$ cat src/rtl/fir_seq_pkg.sv
package fir_seq_pkg;

  typedef enum logic [1:0] {
    SEQ_IDLE = 2'd0,
    SEQ_RUN  = 2'd1,
    SEQ_WAIT = 2'd2
  } seq_state_e;

  // tag that travels with each tap read through the data pipeline
  typedef struct packed {
    logic vld;
    logic chan;
    logic first;
    logic last;
  } tap_tag_t;

endpackage

$ cat src/rtl/fir_seq_step_clamp.sv
module fir_seq_step_clamp #(
  parameter int FRAC_W    = 20,
  parameter int MAX_DECIM = 8
) (
  input  logic [FRAC_W:0] step_in,
  output logic [FRAC_W:0] step_out
);
  localparam int DEC_SH = $clog2(MAX_DECIM);
  localparam logic [FRAC_W:0] STEP_ONE = {1'b1, {FRAC_W{1'b0}}};
  localparam logic [FRAC_W:0] STEP_MIN = STEP_ONE >> DEC_SH;

  generate
    if (DEC_SH == 0) begin : g_unity
      // no decimation allowed: step is always unity
      assign step_out = STEP_ONE;
    end else begin : g_range
      always_comb begin
        if (step_in > STEP_ONE)      step_out = STEP_ONE;
        else if (step_in < STEP_MIN) step_out = STEP_MIN;
        else                         step_out = step_in;
      end
    end
  endgenerate
endmodule

$ cat src/rtl/fir_seq_ctrl.sv
module fir_seq_ctrl
  import fir_seq_pkg::*;
#(
  parameter int RAM_AW = 10,
  parameter int PTR_W  = 26,
  parameter int STEP_W = 21,
  parameter int ROM_AW = 10
) (
  input  logic              clk,
  input  logic              rst_n,
  input  logic              strobe,
  input  logic              drained,
  input  logic [RAM_AW-1:0] ram_start,
  input  logic [PTR_W-1:0]  rom_start,
  input  logic [STEP_W-1:0] step_eff,
  output logic [RAM_AW-1:0] ram_addr,
  output logic [ROM_AW-1:0] rom_addr,
  output logic              chan,
  output logic              accept,
  output tap_tag_t          tag
);
  localparam int PAD_W = PTR_W + 1 - STEP_W;

  seq_state_e        state_q;
  logic              chan_q;
  logic              first_q;
  logic [RAM_AW-1:0] ram_q;
  logic [RAM_AW-1:0] ram_base_q;
  logic [PTR_W-1:0]  ptr_q;
  logic [PTR_W-1:0]  ptr_base_q;
  logic [STEP_W-1:0] step_q;
  logic [PTR_W-1:0]  ptr_nxt;
  logic              carry;

  // next pointer and rollover of the coefficient phase accumulator
  assign {carry, ptr_nxt} = {1'b0, ptr_q} + {{PAD_W{1'b0}}, step_q};

  assign accept   = strobe && (state_q == SEQ_IDLE);
  assign ram_addr = ram_q;
  assign rom_addr = ptr_q[PTR_W-1 -: ROM_AW];
  assign chan     = chan_q;

  always_comb begin
    tag.vld   = (state_q == SEQ_RUN);
    tag.chan  = chan_q;
    tag.first = first_q;
    tag.last  = carry;
  end

  always_ff @(posedge clk or negedge rst_n) begin
    if (!rst_n) begin
      state_q    <= SEQ_IDLE;
      chan_q     <= 1'b0;
      first_q    <= 1'b0;
      ram_q      <= '0;
      ram_base_q <= '0;
      ptr_q      <= '0;
      ptr_base_q <= '0;
      step_q     <= '0;
    end else begin
      case (state_q)
        SEQ_IDLE: begin
          if (strobe) begin
            state_q    <= SEQ_RUN;
            chan_q     <= 1'b0;
            first_q    <= 1'b1;
            ram_q      <= ram_start;
            ram_base_q <= ram_start;
            ptr_q      <= rom_start;
            ptr_base_q <= rom_start;
            step_q     <= step_eff;
          end
        end
        SEQ_RUN: begin
          first_q <= 1'b0;
          if (carry) begin
            if (!chan_q) begin
              // left walk complete: restart the same walk for the right channel
              chan_q  <= 1'b1;
              first_q <= 1'b1;
              ram_q   <= ram_base_q;
              ptr_q   <= ptr_base_q;
            end else begin
              state_q <= SEQ_WAIT;
            end
          end else begin
            ram_q <= ram_q - 1'b1;
            ptr_q <= ptr_nxt;
          end
        end
        SEQ_WAIT: begin
          if (drained) state_q <= SEQ_IDLE;
        end
        default: state_q <= SEQ_IDLE;
      endcase
    end
  end
endmodule

$ cat src/rtl/fir_seq_mac.sv
module fir_seq_mac
  import fir_seq_pkg::*;
#(
  parameter int DATA_W = 16,
  parameter int COEF_W = 16,
  parameter int ACC_W  = 42
) (
  input  logic                    clk,
  input  logic                    rst_n,
  input  tap_tag_t                tag_in,
  input  logic [DATA_W-1:0]       ram_data,
  input  logic [COEF_W-1:0]       rom_data,
  output logic                    fin_vld,
  output logic                    fin_chan,
  output logic signed [ACC_W-1:0] fin_sum,
  output logic                    busy
);
  localparam int PROD_W = DATA_W + COEF_W;

  tap_tag_t                  tag_q;
  logic signed [ACC_W-1:0]   acc_q;
  logic signed [PROD_W-1:0]  prod;
  logic signed [ACC_W-1:0]   prod_ext;
  logic signed [ACC_W-1:0]   base;
  logic signed [ACC_W-1:0]   sum;

  // the tag is delayed one cycle so it lines up with the memory data
  always_ff @(posedge clk or negedge rst_n) begin
    if (!rst_n) tag_q <= '0;
    else        tag_q <= tag_in;
  end

  assign prod     = $signed(ram_data) * $signed(rom_data);
  assign prod_ext = ACC_W'(prod);
  assign base     = tag_q.first ? '0 : acc_q;
  assign sum      = base + prod_ext;

  always_ff @(posedge clk or negedge rst_n) begin
    if (!rst_n)         acc_q <= '0;
    else if (tag_q.vld) acc_q <= sum;
  end

  assign fin_vld  = tag_q.vld && tag_q.last;
  assign fin_chan = tag_q.chan;
  assign fin_sum  = sum;
  assign busy     = tag_q.vld;
endmodule

$ cat src/rtl/fir_seq_out.sv
module fir_seq_out #(
  parameter int DATA_W = 16,
  parameter int COEF_W = 16,
  parameter int ACC_W  = 42
) (
  input  logic                    clk,
  input  logic                    rst_n,
  input  logic                    fin_vld,
  input  logic                    fin_chan,
  input  logic signed [ACC_W-1:0] fin_sum,
  input  logic                    res_ready,
  output logic                    res_valid,
  output logic [DATA_W-1:0]       res_left,
  output logic [DATA_W-1:0]       res_right,
  output logic                    done
);
  localparam int SHIFT = COEF_W - 1;
  localparam logic signed [ACC_W-1:0] HALF = ACC_W'(64'sd1 <<< (SHIFT - 1));
  localparam logic signed [ACC_W-1:0] MAXV = ACC_W'((64'sd1 <<< (DATA_W - 1)) - 64'sd1);
  localparam logic signed [ACC_W-1:0] MINV = ACC_W'(-(64'sd1 <<< (DATA_W - 1)));

  logic signed [ACC_W-1:0] shifted;
  logic [DATA_W-1:0]       rnd;

  // round half-up at the product binary point, then saturate
  assign shifted = (fin_sum + HALF) >>> SHIFT;

  always_comb begin
    if (shifted > MAXV)      rnd = MAXV[DATA_W-1:0];
    else if (shifted < MINV) rnd = MINV[DATA_W-1:0];
    else                     rnd = shifted[DATA_W-1:0];
  end

  always_ff @(posedge clk or negedge rst_n) begin
    if (!rst_n) begin
      res_valid <= 1'b0;
      res_left  <= '0;
      res_right <= '0;
      done      <= 1'b0;
    end else begin
      done <= 1'b0;
      if (res_valid && res_ready) res_valid <= 1'b0;
      if (fin_vld) begin
        if (!fin_chan) begin
          res_left <= rnd;
        end else begin
          res_right <= rnd;
          res_valid <= 1'b1;
          done      <= 1'b1;
        end
      end
    end
  end
endmodule

$ cat src/rtl/fir_seq_top.sv
module fir_seq_top
  import fir_seq_pkg::*;
#(
  parameter int DATA_W    = 16,
  parameter int COEF_W    = 16,
  parameter int RAM_AW    = 10,
  parameter int IDX_W     = 6,
  parameter int FRAC_W    = 20,
  parameter int ROM_AW    = 10,
  parameter int MAX_DECIM = 8
) (
  input  logic                   clk,
  input  logic                   rst_n,
  input  logic                   strobe,
  input  logic [RAM_AW-1:0]      ram_start,
  input  logic [IDX_W+FRAC_W-1:0] rom_start,
  input  logic [FRAC_W:0]        step,
  output logic [RAM_AW-1:0]      ram_addr,
  output logic                   mem_chan,
  output logic [ROM_AW-1:0]      rom_addr,
  output logic                   mem_rd,
  input  logic [DATA_W-1:0]      ram_data,
  input  logic [COEF_W-1:0]      rom_data,
  output logic                   res_valid,
  input  logic                   res_ready,
  output logic [DATA_W-1:0]      res_left,
  output logic [DATA_W-1:0]      res_right,
  output logic                   done
);
  localparam int PTR_W    = IDX_W + FRAC_W;
  localparam int STEP_W   = FRAC_W + 1;
  localparam int MAX_TAPS = (1 << IDX_W) * MAX_DECIM;
  localparam int TAP_BITS = $clog2(MAX_TAPS);
  localparam int ACC_W    = DATA_W + COEF_W + TAP_BITS + 1;

  logic [STEP_W-1:0]       step_eff;
  logic                    accept;
  logic                    drained;
  tap_tag_t                tag;
  logic                    fin_vld;
  logic                    fin_chan;
  logic signed [ACC_W-1:0] fin_sum;
  logic                    mac_busy;

  fir_seq_step_clamp #(
    .FRAC_W    (FRAC_W),
    .MAX_DECIM (MAX_DECIM)
  ) i_clamp (
    .step_in  (step),
    .step_out (step_eff)
  );

  fir_seq_ctrl #(
    .RAM_AW (RAM_AW),
    .PTR_W  (PTR_W),
    .STEP_W (STEP_W),
    .ROM_AW (ROM_AW)
  ) i_ctrl (
    .clk       (clk),
    .rst_n     (rst_n),
    .strobe    (strobe),
    .drained   (drained),
    .ram_start (ram_start),
    .rom_start (rom_start),
    .step_eff  (step_eff),
    .ram_addr  (ram_addr),
    .rom_addr  (rom_addr),
    .chan      (mem_chan),
    .accept    (accept),
    .tag       (tag)
  );

  fir_seq_mac #(
    .DATA_W (DATA_W),
    .COEF_W (COEF_W),
    .ACC_W  (ACC_W)
  ) i_mac (
    .clk      (clk),
    .rst_n    (rst_n),
    .tag_in   (tag),
    .ram_data (ram_data),
    .rom_data (rom_data),
    .fin_vld  (fin_vld),
    .fin_chan (fin_chan),
    .fin_sum  (fin_sum),
    .busy     (mac_busy)
  );

  fir_seq_out #(
    .DATA_W (DATA_W),
    .COEF_W (COEF_W),
    .ACC_W  (ACC_W)
  ) i_out (
    .clk       (clk),
    .rst_n     (rst_n),
    .fin_vld   (fin_vld),
    .fin_chan  (fin_chan),
    .fin_sum   (fin_sum),
    .res_ready (res_ready),
    .res_valid (res_valid),
    .res_left  (res_left),
    .res_right (res_right),
    .done      (done)
  );

  assign mem_rd  = tag.vld;
  assign drained = !mac_busy && !res_valid;
endmodule

$ cat config.mk
export PLATFORM = sky130hd
export DESIGN_NAME = fir_seq_top
export DESIGN_NICKNAME = d
export VERILOG_FILES = /design/src/rtl/fir_seq_pkg.sv /design/src/rtl/fir_seq_step_clamp.sv /design/src/rtl/fir_seq_ctrl.sv /design/src/rtl/fir_seq_mac.sv /design/src/rtl/fir_seq_out.sv /design/src/rtl/fir_seq_top.sv
export SDC_FILE = /design/constraint.sdc
export NUM_CORES = 1
export LEC_CHECK = 0
export BUFFER_PORTS_ARGS = -buffer_cell sky130_fd_sc_hd__buf_2
export CORE_MARGIN = 1
export CORE_UTILIZATION = 50
export CTS_BUF_LIST = sky130_fd_sc_hd__clkbuf_8
export CTS_CLUSTER_DIAMETER = 200
export DETAILED_ROUTE_END_ITERATION = 10
export PLACE_DENSITY_LB_ADDON = 0.08
export SYNTH_ARGS = -nofsm -noshare
export SYNTH_HDL_FRONTEND = slang
export SYNTH_SLANG_ARGS = --single-unit
$ cat constraint.sdc
create_clock -name clk -period 8.5 [get_ports clk]
set_clock_uncertainty 0.05 [all_clocks]
set_input_delay 1.7 -clock clk [delete_from_list [all_inputs] [get_ports clk]]
set_output_delay 1.7 -clock clk [all_outputs]
set_load 0.05 [all_outputs]
After elaboration in Yosys (flattened, before gate mapping)
Cells that the tools add are included.
Widths: inputs -> output; s select.
{"block": "word_totals", "ff_bits": 177, "in_bits": 93, "wordCells": 78}
{"block": "classes", "addsub": 4, "mul": 1, "order_cmp": 4, "eq_ne": 7, "muxes": 30, "bitwise_logic": 1, "n_reduce_logical": 14}
{"op": "$mux 26", "count": 3}
{"op": "$pmux 26 s2", "count": 1}
{"op": "$add 42x16->42 const B", "count": 1}
{"op": "$add 42x32->42", "count": 1}
{"op": "$mux 21", "count": 2}
{"op": "$mux 42", "count": 1}
{"op": "$mul 16x16->32", "count": 1}
{"op": "$mux 16", "count": 2}
{"op": "$mux 10", "count": 3}
{"op": "$add 26x21->27", "count": 1}
{"op": "$gt 27x16->1 const B", "count": 1}
{"op": "$lt 27x16->1 const B", "count": 1}
{"op": "$gt 21x21->1 const B", "count": 1}
{"op": "$lt 21x18->1 const B", "count": 1}
{"op": "$pmux 10 s2", "count": 1}
{"op": "$mux 1", "count": 10}
{"op": "$sub 10x1->10 const B", "count": 1}
{"op": "$mux 2", "count": 4}
{"op": "$reduce_and 2->1", "count": 4}
{"op": "$pmux 2 s3", "count": 1}
{"op": "$reduce_and 3->1", "count": 2}
{"op": "$ne 2x1->1 const B", "count": 2}
{"op": "$ne 2x2->1 const B", "count": 2}
{"op": "$pmux 1 s2", "count": 2}
{"op": "9 further kinds", "count": 12}

Depth between registers and ports, before layout
{"block": "depth", "depth_word": 6, "depth_mapped": 30, "ltp_nobuf": 27}

By module
A second synthesis with hierarchy kept.
{"block": "unflattened", "cells_unflattened": 2362, "area_unflattened_um2": 22863.2}
{"module": "fir_seq_mac", "instances": 1, "cells_per_inst": 1530, "area_per_inst_um2": 14662.8}
{"module": "fir_seq_ctrl", "instances": 1, "cells_per_inst": 579, "area_per_inst_um2": 5681.7}
{"module": "fir_seq_out", "instances": 1, "cells_per_inst": 226, "area_per_inst_um2": 2322.2}
{"module": "fir_seq_step_clamp", "instances": 1, "cells_per_inst": 26, "area_per_inst_um2": 192.7}
{"module": "fir_seq_top", "instances": 1, "cells_per_inst": 1, "area_per_inst_um2": 3.8}

Worst setup path before layout
Ideal clock, no wire load.
{"block": "synth_timing", "path_type": "in2reg", "from": "input ram_data[15]", "to": "register i_out.res_right[10]", "setup_ns": 0.129, "arrival_time_ns": 9.133, "required_time_ns": 8.321, "slack_ns": -0.812, "path_stages": 27, "path_buffers": 3, "cell_sequence": "clkbuf_1 -> nand2_1 -> fa_1 -> inv_1 -> fa_1 -> inv_1 -> fa_1 -> fa_1 -> inv_1 -> fa_1 -> inv_1 -> fa_1 -> inv_1 -> ha_1 -> clkbuf_1 -> and3_1 -> o211a_1 -> and2_1 -> a221o_1 -> a211oi_1 -> and4_1 -> o21ai_1 -> nor4_1 -> a21oi_1 -> o311ai_4 -> buf_6 -> o211ai_2"}
{"block": "synth_via", "elab_chain_len": 6, "word_cells_on_any_way": 7, "cone_classes": "add/sub (2); mul (1); order compare (2); mux (2)"}
{"item": "start: declaration", "line_no": "fir_seq_top.sv:22", "rtl": "input logic [DATA_W-1:0] ram_data,"}
{"item": "$mul 16x16->32 *", "line_no": "fir_seq_mac.sv:33", "rtl": "assign prod = $signed(ram_data) * $signed(rom_data);"}
{"item": "$add 42x32->42 *", "line_no": "fir_seq_mac.sv:36", "rtl": "assign sum = base + prod_ext;"}
{"item": "$add 42x16->42 *", "line_no": "fir_seq_out.sv:26", "rtl": "assign shifted = (fin_sum + HALF) >>> SHIFT;"}
{"item": "$lt 27x16->1", "line_no": "fir_seq_out.sv:30", "rtl": "else if (shifted < MINV) rnd = MINV[DATA_W-1:0];"}
{"item": "$mux 16", "line_no": "fir_seq_out.sv:30"}
{"item": "$mux 16 *", "line_no": "fir_seq_out.sv:29", "rtl": "if (shifted > MAXV) rnd = MAXV[DATA_W-1:0];"}
{"item": "end signal: assignment", "line_no": "fir_seq_out.sv:47", "rtl": "res_right <= rnd;"}
{"item": "end: declaration", "line_no": "fir_seq_out.sv:14", "rtl": "output logic [DATA_W-1:0] res_right,"}
Every way passes the cells marked *; elsewhere a longest branch is shown, timed or not.
A chain may end at the register's enable or synchronous reset.

Final worst setup path
{"block": "layout_timing", "from": "input ram_data[11]", "to": "register i_out.res_left[9]"}
{"block": "layout_via", "elab_chain_len": 6, "word_cells_on_any_way": 7, "cone_classes": "add/sub (2); mul (1); order compare (2); mux (2)"}
{"item": "$mul 16x16->32 *", "line_no": "fir_seq_mac.sv:33"}
{"item": "$add 42x32->42 *", "line_no": "fir_seq_mac.sv:36"}
{"item": "$add 42x16->42 *", "line_no": "fir_seq_out.sv:26"}
{"item": "$lt 27x16->1", "line_no": "fir_seq_out.sv:30"}
{"item": "$mux 16", "line_no": "fir_seq_out.sv:30"}
{"item": "$mux 16 *", "line_no": "fir_seq_out.sv:29"}
{"item": "end signal: assignment", "line_no": "fir_seq_out.sv:45", "rtl": "res_left <= rnd;"}
{"item": "end: declaration", "line_no": "fir_seq_out.sv:13", "rtl": "output logic [DATA_W-1:0] res_left,"}
Marks and branches as above.

==> results.json <==
{
  "worst_slew_pin_slew_ps": 1000,
  "syn_area_mm2": 0.0229,
  "fp.dieArea_mm2": 0.0466,
  "failed_checks": "setup timing",
  "path_delay_family": "adder cells",
  "path_clk_slew_ps": 90,
  "synth-seq-cells": 177,
  "period_needed_ps": 8590,
  "layout_common_cells": "inv_1 (367), nand2_1 (364), fa_1 (320)",
  "grt_util_all_layers": 0.273,
  "die_w_um": 216,
  "avgSynthCellArea_um2": 9.33,
  "via_count": 18175,
  "setup_viol": 23,
  "hold_violations": 0,
  "final_common_cell": "inv_1",
  "synth_seq_area_share": 0.194,
  "htreeDepth": 4,
  "dieHeight_um": 216,
  "routabilityCongestion": 0.873,
  "synth_area_leaders": "fa_1 (30%), dfrtp_1 (19%), ha_1 (7.8%), inv_1 (6.4%), nand2_1 (6.2%)",
  "fin_nets": 3402,
  "clockBufferDepth": 2,
  "rsz0062_at_grt": "true",
  "rows": 77,
  "cts_tree": "yes",
  "dp_cells": 3350,
  "crit_path_start_kind": "input port",
  "post-route-period-util": 1.01,
  "yosysTopAreaCell": "fa_1",
  "ys_warn_count": 0,
  "fin_cells": 3437,
  "ant_nets": 0,
  "io_buffers": 148,
  "grt_start_max_net_pins": 111,
  "drive_gt1_frac": 0.271,
  "crit_slowest_cell": "fa_1",
  "dp_hpwl_um": 47300,
  "numCtsBuffers": 17,
  "synth_ff_type": "dfrtp_1",
  "cp_common_cell": "fa_1",
  "maxCapViolCount": 0,
  "clock.fmax_ghz": 0.116,
  "routed_wl_um": 59600,
  "cts.sink_count": 177,
  "synth_edf_count": 0,
  "via_per_inst": 5.29,
  "layout_setup_ws_ps": -94.5,
  "initial_core_util": 0.512,
  "pin_count": 149,
  "endpoint_kind": "flip-flop",
  "grt_pass1_vias": 19713,
  "worst-path-buf-inv": 9,
  "ys_types": 91,
  "slew-limit-headroom": 0.331,
  "path_class": "input port to flip-flop",
  "status": "finished with violations",
  "slowest_delay_ps": 620,
  "drt_first_pass_iters": 5,
  "drv_slew": 0,
  "grt_first_pass_wirelength_um": 102000,
  "rrSetupSlack_ps": 950,
  "arrival_ps": 8930,
  "async_flop_share": 1.00,
  "antenna_found_initial": 8,
  "cts-root-buf": "clkbuf_8",
  "syn_to_final_growth_pct": 23.2,
  "core-area_mm2": 0.0447,
  "grt_overflow_total": 0,
  "drc": 0,
  "syn_nets": 3025,
  "synth.top_cell.area_share": 0.297,
  "cp_max_fo": 8,
  "drtIter0Drc": 898,
  "worstPathRequired_ps": 8840,
  "post_drt_wl_per_cell_um": 17.4,
  "min_path_type": "flip-flop to flip-flop",
  "syn_inst": 2451,
  "clock_latency_ps": 500
}
## path summary, 6_finish.rpt
kind                                start  cells after the start              endpoint
setup / recovery             ram_data[11]                     29     i_out.res_left[9]
hold / removal             i_ctrl.first_q                      0        i_mac.tag_q[1]
setup reg to reg           i_mac.tag_q[1]                     26     i_out.res_left[9]
hold reg to reg            i_ctrl.first_q                      0        i_mac.tag_q[1]
max in group asynchronous           rst_n                      2   i_out.res_right[13]
min in group asynchronous           rst_n                      1  i_ctrl.ptr_base_q[3]
## sequential cells by signal, indices dropped and copies added, names as in the netlist
name,flops
i_out.res_valid,1
i_ctrl.first_q,1
i_out.res_right,16
i_ctrl.step_q,21
i_ctrl.state_q,2
i_mac.tag_q,2
i_ctrl.ptr_q,26
i_mac.fin_chan,1
i_out.res_left,16
i_ctrl.ptr_base_q,26
i_ctrl.chan,1
i_ctrl.ram_base_q,10
i_out.done,1
i_ctrl.ram_addr,10
i_mac.acc_q,42
i_mac.busy,1
## logic make-up (layout without fill, tap and decap cells)
kind of cell,count (synthesis),in the layout,share of synthesized area
AOI/OAI and AO/OA,352,352,0.117
other,0,5,0
buffers and inverters,506,895,0.0879
adders and majority gates,481,481,0.374
and+or+nand+nor,805,805,0.171
muxes,56,56,0.0268
DFF,177,177,0.194
xor gates and xnor gates,74,74,0.0290
## stage by stage
stage | cell area, um^2 | util | setup slack (ps) | hold WS [ps] | setup TNS [ps]
6_report | 28200 | 0.630 | -94.5 | 361 | -1200
3_3_place_gp | 26200 | 0.586 | -703 | 319 | -21270
2_1_floorplan | 23200 | - | -254 | 304 | -6730
4_1_cts | 27700 | 0.619 | -98.7 | 372 | -1760
5_1_grt | 28200 | 0.630 | -306 | 375 | -7430
3_5_place_dp | 26200 | 0.586 | -870 | 334 | -25390
## timing repair
item                       CTS  global route
pin swaps                   81            77
hold buffers                 0             0
gates resized for setup    161           102
setup endpoints to repair   32            32
gates cloned                 3             1
buffers inserted            36            18
## Yosys cell counts (4+ instances only)
master / number
inv_1: 388
nand2_1: 375
fa_1: 339
dfrtp_1: 177
ha_1: 142
and2_1: 122
nor2_1: 113
clkbuf_1: 79
a21oi_1: 63
xnor2_1: 50
nor2b_1: 49
o21ai_0: 44
mux2_2: 42
a21o_1: 32
nand3_1: 26
nor3_1: 24
a211oi_1: 23
a22o_1: 23
o211ai_2: 22
xor2_1: 22
a31oi_1: 19
o31ai_1: 17
mux2i_1: 14
nand2b_1: 14
nor4_1: 14
buf_2: 13
and3_1: 12
buf_4: 11
o211ai_1: 11
o21a_1: 11
a2111oi_0: 9
nand4_1: 9
o311ai_1: 8
or3_1: 8
buf_6: 7
buf_1: 6
a31o_2: 5
and4_1: 5
or2_2: 5
a221o_1: 4
o21ai_1: 4
o22ai_1: 4
o311ai_0: 4
or4_1: 4
## area by class of cell
cell class,instances,area (um^2)
repair buffers,474,3630
clock inverters,13,176
well taps,592,741
diodes,5,12.5
inverters,390,1470
clock buffers,18,248
multi-input cells,1768,17500
flip-flops and latches,177,4430
fillers,3725,16500
## layer usage
| metal | routed length, um | global-route usage | up-vias |
|---|---|---|---|
| li1 | - | - | 8617 |
| met1 | 28000 | 0.389 | 9102 |
| met3 | 2510 | 0.0392 | 81 |
| met4 | 1100 | 0.0683 | 4 |
| met2 | 28000 | 0.438 | 371 |
| met5 | 27 | 0 | - |
Power is not shown: default switching activity piles up to over one toggle a cycle in this logic, so the estimate is an artifact.
